**src/rtl/ftc_pkg.sv**
```systemverilog
package ftc_pkg;

  typedef enum logic [1:0] {
    OP_IDLE  = 2'd0,
    OP_READ  = 2'd1,
    OP_WRITE = 2'd2
  } ftc_op_e;

  function automatic ftc_op_e decode_op(input logic valid, input logic we);
    if (!valid)  return OP_IDLE;
    else if (we) return OP_WRITE;
    else         return OP_READ;
  endfunction

endpackage

```
**src/rtl/ftc_map_store.sv**
```systemverilog
module ftc_map_store #(
  parameter int LINES  = 16,
  parameter int GROUPS = 8,
  parameter int NCHUNK = 4,
  parameter int SLOT_W = 2,
  localparam int AW    = $clog2(LINES),
  localparam int GW    = $clog2(GROUPS),
  localparam int OWN_W = NCHUNK * SLOT_W
) (
  input  logic              clk,
  input  logic              rst,
  input  logic              cfg_map_we,
  input  logic [AW-1:0]     cfg_map_line,
  input  logic              cfg_map_dis,
  input  logic [GW-1:0]     cfg_map_grp,
  input  logic [SLOT_W-1:0] cfg_map_slot,
  input  logic              cfg_fm_we,
  input  logic [GW-1:0]     cfg_fm_grp,
  input  logic [OWN_W-1:0]  cfg_fm_own,
  input  logic              lk_en,
  input  logic [AW-1:0]     lk_line,
  output logic              lk_dis,
  output logic [GW-1:0]     lk_grp,
  output logic [SLOT_W-1:0] lk_slot,
  output logic [OWN_W-1:0]  lk_own
);

  logic              map_dis  [LINES];
  logic [GW-1:0]     map_grp  [LINES];
  logic [SLOT_W-1:0] map_slot [LINES];
  logic [OWN_W-1:0]  fm_own   [GROUPS];

  // line map: one entry per logical line
  always_ff @(posedge clk) begin
    if (rst) begin
      for (int i = 0; i < LINES; i++) begin
        map_dis[i]  <= 1'b0;
        map_grp[i]  <= '0;
        map_slot[i] <= '0;
      end
    end else if (cfg_map_we) begin
      map_dis[cfg_map_line]  <= cfg_map_dis;
      map_grp[cfg_map_line]  <= cfg_map_grp;
      map_slot[cfg_map_line] <= cfg_map_slot;
    end
  end

  // owner table: one entry per group, one owner field per chunk
  always_ff @(posedge clk) begin
    if (rst) begin
      for (int g = 0; g < GROUPS; g++) fm_own[g] <= '0;
    end else if (cfg_fm_we) begin
      fm_own[cfg_fm_grp] <= cfg_fm_own;
    end
  end

  // lookup is held at zero while gated, so nothing downstream toggles
  logic [GW-1:0] grp_sel;
  assign grp_sel = map_grp[lk_line];

  always_comb begin
    lk_dis  = 1'b0;
    lk_grp  = '0;
    lk_slot = '0;
    lk_own  = '0;
    if (lk_en) begin
      lk_dis  = map_dis[lk_line];
      lk_grp  = grp_sel;
      lk_slot = map_slot[lk_line];
      lk_own  = fm_own[grp_sel];
    end
  end

  // a gated lookup never reports group membership
  slot_gated_chk: assert property (@(posedge clk) disable iff (rst)
    !lk_en |-> (lk_slot == '0 && lk_own == '0));

endmodule

```
**src/rtl/ftc_chunk_mux.sv**
```systemverilog
module ftc_chunk_mux #(
  parameter int NCHUNK  = 4,
  parameter int CHUNK_W = 8,
  parameter int SLOT_W  = 2,
  localparam int LINE_W = NCHUNK * CHUNK_W,
  localparam int OWN_W  = NCHUNK * SLOT_W
) (
  input  logic [SLOT_W-1:0] slot,
  input  logic [OWN_W-1:0]  own,
  input  logic [LINE_W-1:0] dline,
  input  logic [LINE_W-1:0] sline,
  output logic [LINE_W-1:0] rd_line,
  output logic [NCHUNK-1:0] sac_be
);

  logic member;
  assign member = (slot != '0);

  for (genvar c = 0; c < NCHUNK; c++) begin : g_chunk
    logic [SLOT_W-1:0] owner;
    logic              hit;
    assign owner = own[c*SLOT_W +: SLOT_W];
    assign hit   = member && (owner == slot);
    assign sac_be[c] = hit;
    assign rd_line[c*CHUNK_W +: CHUNK_W] =
      hit ? sline[c*CHUNK_W +: CHUNK_W] : dline[c*CHUNK_W +: CHUNK_W];
  end

endmodule

```
**src/rtl/ftc_line_banks.sv**
```systemverilog
module ftc_line_banks #(
  parameter int LINES   = 16,
  parameter int GROUPS  = 8,
  parameter int NCHUNK  = 4,
  parameter int CHUNK_W = 8,
  localparam int AW     = $clog2(LINES),
  localparam int GW     = $clog2(GROUPS),
  localparam int LINE_W = NCHUNK * CHUNK_W
) (
  input  logic              clk,
  input  logic              rst,
  input  logic              d_we,
  input  logic [AW-1:0]     d_addr,
  input  logic [LINE_W-1:0] d_wdata,
  output logic [LINE_W-1:0] d_rdata,
  input  logic              s_en,
  input  logic [NCHUNK-1:0] s_be,
  input  logic [GW-1:0]     s_addr,
  input  logic [LINE_W-1:0] s_wdata,
  output logic [LINE_W-1:0] s_rdata
);

  logic [LINE_W-1:0] d_mem [LINES];
  logic [LINE_W-1:0] s_mem [GROUPS];

  initial begin
    for (int i = 0; i < LINES; i++)  d_mem[i] = '0;
    for (int g = 0; g < GROUPS; g++) s_mem[g] = '0;
  end

  // data bank: full-line writes
  always_ff @(posedge clk) begin
    if (d_we) d_mem[d_addr] <= d_wdata;
  end

  // sacrificial bank: per-chunk enables, only while its clock enable is on
  always_ff @(posedge clk) begin
    if (s_en) begin
      for (int c = 0; c < NCHUNK; c++) begin
        if (s_be[c]) s_mem[s_addr][c*CHUNK_W +: CHUNK_W] <= s_wdata[c*CHUNK_W +: CHUNK_W];
      end
    end
  end

  assign d_rdata = d_mem[d_addr];
  assign s_rdata = s_en ? s_mem[s_addr] : '0;

  // chunk enables toward a gated sacrificial bank must be silent
  sac_gate_chk: assert property (@(posedge clk) disable iff (rst)
    (s_be != '0) |-> s_en);

endmodule

```
**src/rtl/ftc_line_merger.sv**
```systemverilog
module ftc_line_merger #(
  parameter int LINES   = 16,
  parameter int GROUPS  = 8,
  parameter int NCHUNK  = 4,
  parameter int CHUNK_W = 8,
  parameter int SLOT_W  = 2,
  localparam int AW     = $clog2(LINES),
  localparam int GW     = $clog2(GROUPS),
  localparam int LINE_W = NCHUNK * CHUNK_W,
  localparam int OWN_W  = NCHUNK * SLOT_W
) (
  input  logic              clk,
  input  logic              rst,
  input  logic              hv_mode,
  input  logic              req_valid,
  input  logic              req_we,
  input  logic [AW-1:0]     req_addr,
  input  logic [LINE_W-1:0] req_wdata,
  input  logic              cfg_map_we,
  input  logic [AW-1:0]     cfg_map_line,
  input  logic              cfg_map_dis,
  input  logic [GW-1:0]     cfg_map_grp,
  input  logic [SLOT_W-1:0] cfg_map_slot,
  input  logic              cfg_fm_we,
  input  logic [GW-1:0]     cfg_fm_grp,
  input  logic [OWN_W-1:0]  cfg_fm_own,
  output logic              rsp_valid,
  output logic              rsp_err,
  output logic [LINE_W-1:0] rsp_data
);

  import ftc_pkg::*;

  ftc_op_e op;
  assign op = decode_op(req_valid, req_we);

  logic lv_access;
  assign lv_access = req_valid && !hv_mode;

  logic              lk_dis;
  logic [GW-1:0]     lk_grp;
  logic [SLOT_W-1:0] lk_slot;
  logic [OWN_W-1:0]  lk_own;

  ftc_map_store #(
    .LINES(LINES), .GROUPS(GROUPS), .NCHUNK(NCHUNK), .SLOT_W(SLOT_W)
  ) u_map (
    .clk(clk), .rst(rst),
    .cfg_map_we(cfg_map_we), .cfg_map_line(cfg_map_line), .cfg_map_dis(cfg_map_dis),
    .cfg_map_grp(cfg_map_grp), .cfg_map_slot(cfg_map_slot),
    .cfg_fm_we(cfg_fm_we), .cfg_fm_grp(cfg_fm_grp), .cfg_fm_own(cfg_fm_own),
    .lk_en(lv_access), .lk_line(req_addr),
    .lk_dis(lk_dis), .lk_grp(lk_grp), .lk_slot(lk_slot), .lk_own(lk_own)
  );

  logic blocked;
  assign blocked = lv_access && lk_dis;

  logic [LINE_W-1:0] d_rdata, s_rdata, merged;
  logic [NCHUNK-1:0] own_be, s_be;

  ftc_chunk_mux #(
    .NCHUNK(NCHUNK), .CHUNK_W(CHUNK_W), .SLOT_W(SLOT_W)
  ) u_mux (
    .slot(lk_slot), .own(lk_own), .dline(d_rdata), .sline(s_rdata),
    .rd_line(merged), .sac_be(own_be)
  );

  logic d_we;
  assign d_we = (op == OP_WRITE) && !blocked;
  assign s_be = ((op == OP_WRITE) && lv_access && !blocked) ? own_be : '0;

  ftc_line_banks #(
    .LINES(LINES), .GROUPS(GROUPS), .NCHUNK(NCHUNK), .CHUNK_W(CHUNK_W)
  ) u_banks (
    .clk(clk), .rst(rst),
    .d_we(d_we), .d_addr(req_addr), .d_wdata(req_wdata), .d_rdata(d_rdata),
    .s_en(lv_access), .s_be(s_be), .s_addr(lk_grp), .s_wdata(req_wdata),
    .s_rdata(s_rdata)
  );

  // single registered response stage
  always_ff @(posedge clk) begin
    if (rst) begin
      rsp_valid <= 1'b0;
      rsp_err   <= 1'b0;
      rsp_data  <= '0;
    end else begin
      rsp_valid <= (op != OP_IDLE);
      rsp_err   <= blocked;
      if (op == OP_READ && !blocked) rsp_data <= hv_mode ? d_rdata : merged;
      else                           rsp_data <= '0;
    end
  end


  reset_quiet_chk: assert property (@(posedge clk)
    rst |=> (!rsp_valid && !rsp_err && rsp_data == '0));


  rsp_follows_req_chk: assert property (@(posedge clk) disable iff (rst)
    req_valid |=> rsp_valid);


  rsp_needs_req_chk: assert property (@(posedge clk) disable iff (rst)
    !req_valid |=> !rsp_valid);


  err_no_data_chk: assert property (@(posedge clk) disable iff (rst)
    rsp_err |-> (rsp_valid && rsp_data == '0));


  hv_no_err_chk: assert property (@(posedge clk) disable iff (rst)
    (req_valid && hv_mode) |=> !rsp_err);


  wr_rsp_zero_chk: assert property (@(posedge clk) disable iff (rst)
    (req_valid && req_we) |=> (rsp_data == '0));

endmodule

```
**config.mk**
```make
export PLATFORM = sky130hd
export DESIGN_NAME = ftc_line_merger
export DESIGN_NICKNAME = d
export VERILOG_FILES = /design/src/rtl/ftc_pkg.sv /design/src/rtl/ftc_map_store.sv /design/src/rtl/ftc_chunk_mux.sv /design/src/rtl/ftc_line_banks.sv /design/src/rtl/ftc_line_merger.sv
export SDC_FILE = /design/constraint.sdc
export NUM_CORES = 1
export LEC_CHECK = 0
export BUFFER_PORTS_ARGS = -buffer_cell sky130_fd_sc_hd__buf_4
export CAP_MARGIN = 5
export CORE_UTILIZATION = 55
export DETAILED_ROUTE_END_ITERATION = 10
export GPL_ROUTABILITY_DRIVEN = 0
export PLACE_DENSITY = 0.83
export SYNTH_ARGS = -nofsm -noshare
export SYNTH_HDL_FRONTEND = slang
export SYNTH_SLANG_ARGS = --single-unit
```
**constraint.sdc**
```tcl
create_clock -name clk -period 10.2 [get_ports clk]
set_input_delay 2.04 -clock clk [delete_from_list [all_inputs] [get_ports clk]]
set_output_delay 2.04 -clock clk [all_outputs]
set_load 0.02 [all_outputs]
```
# ---- Word-level counts from Yosys, hierarchy flattened
# Memories as Yosys holds them, arrays and structs flattened.
# Cells that the tools add are included.
dict set report totals {
  ff_bits 34
  mem_bits_rw 928
  inputBits 64
  out_inout_bits 34
  elab_cells 82
  mem_count 6
}
# memory depth word_bits read_ports rd_clocked_by_memory_dff write_ports line
set memory_table {}
lappend memory_table {u_banks.d_mem 16 32 1 0 1 ftc_line_banks.sv:23} ;# logic [LINE_W-1:0] d_mem [LINES];
lappend memory_table {u_banks.s_mem 8 32 1 0 1 ftc_line_banks.sv:24} ;# logic [LINE_W-1:0] s_mem [GROUPS];
lappend memory_table {u_map.fm_own 8 8 1 0 8 ftc_map_store.sv:31} ;# logic [OWN_W-1:0] fm_own [GROUPS];
lappend memory_table {u_map.map_grp 16 3 1 0 16 ftc_map_store.sv:29} ;# logic [GW-1:0] map_grp [LINES];
lappend memory_table {u_map.map_slot 16 2 1 0 16 ftc_map_store.sv:30} ;# logic [SLOT_W-1:0] map_slot [LINES];
lappend memory_table {u_map.map_dis 16 1 1 0 16 ftc_map_store.sv:28} ;# logic map_dis [LINES];
dict set report op_classes {
  n_eq_ne 6
  muxes 47
  n_bitwise 1
  reduce_logical 19
}
# operator n
set ops {}
lappend ops {{two-way mux 32 bit} 2}
lappend ops {{two-way mux 8 bit} 6}
lappend ops {{two-way mux 1 bit} 28}
lappend ops {{two-way mux 4 bit} 4}
lappend ops {{logical AND 1 bit} 10}
lappend ops {{two-way mux 3 bit} 3}
lappend ops {{equality test 2 bit} 4}
lappend ops {{two-way mux 2 bit} 4}
lappend ops {{OR reduction 8 bit} 1}
lappend ops {{nonzero test 2 bit} 2}
lappend ops {{OR reduction 2 bit} 2}
lappend ops {{OR reduction 3 bit} 1}
lappend ops {{equality test 2 x 1 -> 1 bit (second input constant)} 1}
lappend ops {{equality test 2 bit (second input constant)} 1}
lappend ops {{logical NOT 1 bit} 2}
lappend ops {{inverter 1 bit} 1}
lappend ops {{OR reduction 1 bit} 1}

# ---- Longest topological paths before layout
dict set report depth {
  word_depth 10
  depth_mapped 14
  ltp_nobuf 9
}

# ---- By module
# From an unflattened synthesis, not the netlist that was laid out.
dict set report unflattened {
  cells_unflattened 2547
  hier_area_um2 41915.2
}
# module n_inst cells_each area_each_um2 seq_area_each_um2
set modules_own_cells {}
lappend modules_own_cells {ftc_line_banks 1 1384 29084.1 23062.1}
lappend modules_own_cells {ftc_map_store 1 681 8632.0 4804.6}
lappend modules_own_cells {ftc_chunk_mux 1 360 2723.9 0.0}
lappend modules_own_cells {ftc_line_merger 1 122 1475.2 680.7}

# ---- Worst setup path after synthesis
# No wires, ideal clock.
dict set report synth_path {
  path_kind {input to register}
  startpoint {input port req_addr[1]}
  endpoint {memory u_banks.d_mem[1][0] in the netlist's numbering (enable)}
  setup_ps 461
  arrival_ps 6549
  required_time_ps 9739
  slack_ps 3191
  cell_stages 11
  n_path_buf 5
  path_cell_list {buf_6 > buf_8 > buf_2 > clkbuf_1 > mux4_2 > mux4_2 > nand2_1 > and3_1 > clkbuf_1 > nand3_1 > nor3_1}
}
dict set report synth_between {
  elab_chain_cells 7
}
# item line
set synth_lines {}
lappend synth_lines {{start, declared} ftc_line_merger.sv:17} ;# input logic [AW-1:0] req_addr,
lappend synth_lines {{memory read (16 x 1 bit)} --}
lappend synth_lines {{two-way mux 1 bit} ftc_map_store.sv:66} ;# if (lk_en) begin
lappend synth_lines {{logical AND 1 bit} ftc_line_merger.sv:57} ;# assign blocked = lv_access && lk_dis;
lappend synth_lines {{logical NOT 1 bit} ftc_line_merger.sv:70} ;# assign d_we = (op == OP_WRITE) && !blocked;
lappend synth_lines {{logical AND 1 bit} ftc_line_merger.sv:70}
lappend synth_lines {{two-way mux 1 bit} ftc_line_banks.sv:33} ;# if (d_we) d_mem[d_addr] <= d_wdata;
lappend synth_lines {{two-way mux 1 bit (not written as such)} ftc_line_banks.sv:33}
lappend synth_lines {{end, declared} ftc_line_banks.sv:23}
# Several ways; a longest one is shown, not always the timed one.

# ---- Worst setup path in the final report
dict set report layout_path {
  startpoint {input port req_addr[3]}
  endpoint {memory u_banks.s_mem[6][29] in the netlist's numbering (enable)}
}
dict set report layout_between {
  elab_chain_cells 9
  elab_cells_between_ends 18
  cone_classes {eq/ne (1); mux (8); reduce/logical (5); memory (4)}
}
# item line
set layout_lines {}
lappend layout_lines {{memory read (16 x 3 bit) or memory read (16 x 1 bit) (tied branches)} --}
lappend layout_lines {{memory read (8 x 8 bit) or two-way mux 1 bit (tied branches)} --}
lappend layout_lines {{two-way mux 8 bit or logical AND 1 bit (tied branches)} {ftc_map_store.sv:66, ftc_line_merger.sv:57}}
lappend layout_lines {{equality test 2 bit or logical NOT 1 bit (tied branches)} {ftc_chunk_mux.sv:23, ftc_line_merger.sv:71}}
lappend layout_lines {{logical AND 1 bit (on tied branches)} {ftc_chunk_mux.sv:23, ftc_line_merger.sv:71}}
lappend layout_lines {{two-way mux 4 bit} ftc_line_merger.sv:71} ;# assign s_be = ((op == OP_WRITE) && lv_access && !blocked) ? own_be : '0;
lappend layout_lines {{two-way mux 1 bit} ftc_line_banks.sv:40} ;# if (s_be[c]) s_mem[s_addr][c*CHUNK_W +: CHUNK_W] <= s_wdata[c*CHUNK_W +: CHUNK_W];
lappend layout_lines {{two-way mux 1 bit} ftc_line_banks.sv:38} ;# if (s_en) begin
lappend layout_lines {{two-way mux 1 bit (not written as such)} ftc_line_banks.sv:40}
lappend layout_lines {{end, declared} ftc_line_banks.sv:24}
# Several ways; a longest one is shown, not always the timed one.

==> run summary <==
Drt via density: 6.59
Static Leakage: 14.2 nW
Via Count: 20916
Num CTS Buffers: 91
Critical path class: input pin to flip-flop
Top cells by area, synth: edfxtp_1 (73%), mux4_2 (11%), and2_1 (2.7%)
Post-DP HPWL: 53100 um
Post-Syn Nets: 2167
Post-CTS sizing: 0
Clk Latency, worst-skew pair: 0.66 ns
Initial Utilization: 0.556
First-pass GRT wire length: 135000 um
DRT iter0 DRCs: 3136
First-pass detailed-route iteration total: 6
Cell Pwr Density: 198 nW/um^2
Area delta synth->final: 13.0%
Largest net degree at the start of global routing: 91
Clock sinks: 962
IO buf count: 97
Number of enable flip-flop cells after synthesis: 928
HP Class: flip-flop to flip-flop
R2R setup slack: 5.62 ns
RSZ-0062 raised after global routing: false
Die area: 70200 sq um
Post-CTS Hold Buffers: 0
Post-route ant nets: 0
Die X-Extent: 265 um
CP Data Required Time: 10.53 ns
Setup violations, final: 0
Slew headroom: 0.116
Fmax: 0.156 GHz
Routed WL: 93000 um
Layout cells sized above 1: 0.230
Total track usage: 0.266
DRC: 0
Reg-to-Reg End: u_banks.s_mem[2][0]
Die height: 265 um
Row cnt: 96
Post-CTS setup buffers: 0
Most used DFF post-synth: edfxtp_1
IO Pins: 98
Power consumption: 8.53 mW
Commonest non-fill, non-tap cell in the layout: edfxtp_1
Tmin final: 6.42 ns
Worst reg2reg path depth: 6
CP arrival: 6.74 ns
Yosys reg bits: 962
CP max stage cell: buf_4
Critical path startpoint category: input pin
CP Capture Type: flip-flop
Final WS setup: 3.78 ns
Synthesized area per cell: 18.1 sq um
Max Root-Sink Buffers: 3
CTS tree: built
Routed length per placed instance: 29.3 um
Final Max Slew Viols: 0
YS warnings: 0
Most frequent cells in the layout: edfxtp_1 (928), nand2_1 (243), mux4_2 (187)
Vias in the first global route: 20935
Area share of the largest cell type after synthesis: 0.732
H-Tree Level Count: 3
FFs w/ async S/R, synth: 0
Global-route congestion overflow total: 0
Mapped Cells: 2103
Setup crit end: u_banks.s_mem[6][29]
Status: finished, final reports clean
Setup TNS: 0 ns
CP cell instances: buf_4 > buf_4 > mux4_2 > mux2i_1 > mux2i_4 > buf_4 > buf_4 > mux2i_1 > o22ai_1 > a211oi_2 > xnor2_1 > a2bb2oi_4 > nor2_1
Root Buffer: clkbuf_16
Core ar.: 68500 sq um
Max VDD drop: 0.137 mV
Worst-path clk slew: 0.06 ns
Initial antenna violation count: 1
Final Hold Fails: 0
Critical path peak fanout: 78
Critical Path Most Common Cell: buf_4
Nets@finish: 2277
Synth Cell Area: 38100 sq um
Yosys top cell by area: edfxtp_1
Clock Skew: 0.0275 ns
Fraction of the yosys area taken by sequential cells: 0.750
MaxCap Viol Count: 0
Slew at the pin with the worst max-slew slack: 1.33 ns
Post-place setup slack: 3.28 ns
Worst R2R Start: u_map.map_grp[12][0]
Distinct cells, synth: 51
Final period util: 0.629
Slowest stage delay, CP: 0.80 ns
Critical Path Start: req_addr[3]
Util after Layout: 0.628
logic make-up (layout without fill, tap and decap cells):
family,Yosys count,in the layout,share of synthesized area
flops,962,962,0.750
mux,260,260,0.130
other cells,0,1,0
buf+inv,115,304,0.0133
simple gates,644,644,0.0822
compound gates,118,118,0.0231
xor+xnor,4,4,0.000921
worst max-delay path, delay by kind of cell:
family	cells	cell delay, ns
xor+xnor	1	0.22
mux	4	0.99
compound gates	3	0.99
simple gates	1	0.38
buf+inv	4	2.04
layout make-up:
class                           count  area [sq um]
Antenna cell                        1          2.50
Clock buffer                      118          2500
Clock inverter                     54           686
Fill cell                        4396         25500
Inverter                            2          7.51
Multi-Input combinational cell   1026          9150
Sequential cell                   962         28500
Tap cell                          882          1100
Timing Repair Buffer              130           987
worst min-delay path by stage:
stage	to	from	depth (start not counted)	slack, ns
3_5_place_dp	rsp_data[22]	u_banks.s_mem[2][22]	4	0.66
2_1_floorplan	rsp_data[15]	u_banks.s_mem[5][15]	4	0.62
3_3_place_gp	rsp_data[22]	u_banks.s_mem[3][22]	4	0.64
6_report	rsp_data[22]	u_banks.s_mem[2][22]	4	0.68
4_1_cts	rsp_data[18]	u_banks.s_mem[2][18]	4	0.68
5_1_grt	rsp_data[18]	u_banks.s_mem[2][18]	4	0.72
power by group:
| group | switching, mW | total (mW) | internal (mW) |
|---|---|---|---|
| clock network | 1.46 | 3.58 | 2.12 |
| logic | 0.356 | 0.545 | 0.190 |
| registers | 0.0227 | 4.41 | 4.39 |
| total | 1.83 | 8.53 | 6.70 |
sequential cells by signal, indices dropped and copies added, names as in the netlist:
| register | flops |
|---|---|
| rsp_data | 32 |
| rsp_err | 1 |
| rsp_valid | 1 |
| u_banks.d_mem | 512 |
| u_banks.s_mem | 256 |
| u_map.fm_own | 64 |
| u_map.map_dis | 16 |
| u_map.map_grp | 48 |
| u_map.map_slot | 32 |
through the flow:
stage	cell area [sq um]	hold WS, ns	cells
3_3_place_gp	39800	0.644	3002
6_report	43000	0.685	3175
5_1_grt	43000	0.721	3175
3_5_place_dp	39800	0.661	3002
4_1_cts	43000	0.676	3174
2_1_floorplan	38100	0.615	2103
metal layers:
layer  part of all wire  vias to the layer above  track usage  wire length [um]
li1                   -                     8499            -                 -
met1               0.35                    10654        0.343             33000
met2               0.50                     1517        0.440             46400
met3               0.10                      246       0.0498              9580
met4              0.044                        0        0.127              4050
met5                  0                        -            0                 0
cell usage after synthesis (all sizes together) (2+ instances only):
master,count
nor3,25
a21oi,7
mux2,7
o22ai,32
nand2b,7
edfxtp,928
a221oi,5
xnor2,4
nand4,23
nor4,2
dfxtp,34
a31oi,32
a211o,3
nand2,244
and2,164
mux2i,66
a22o,2
a211oi,4
a32oi,12
or2,25
nor2,82
buf,45
o21ai,14
inv,2
mux4,187
nor2b,4
clkbuf,68
nand3,63
(Power assumes the default switching activity.)
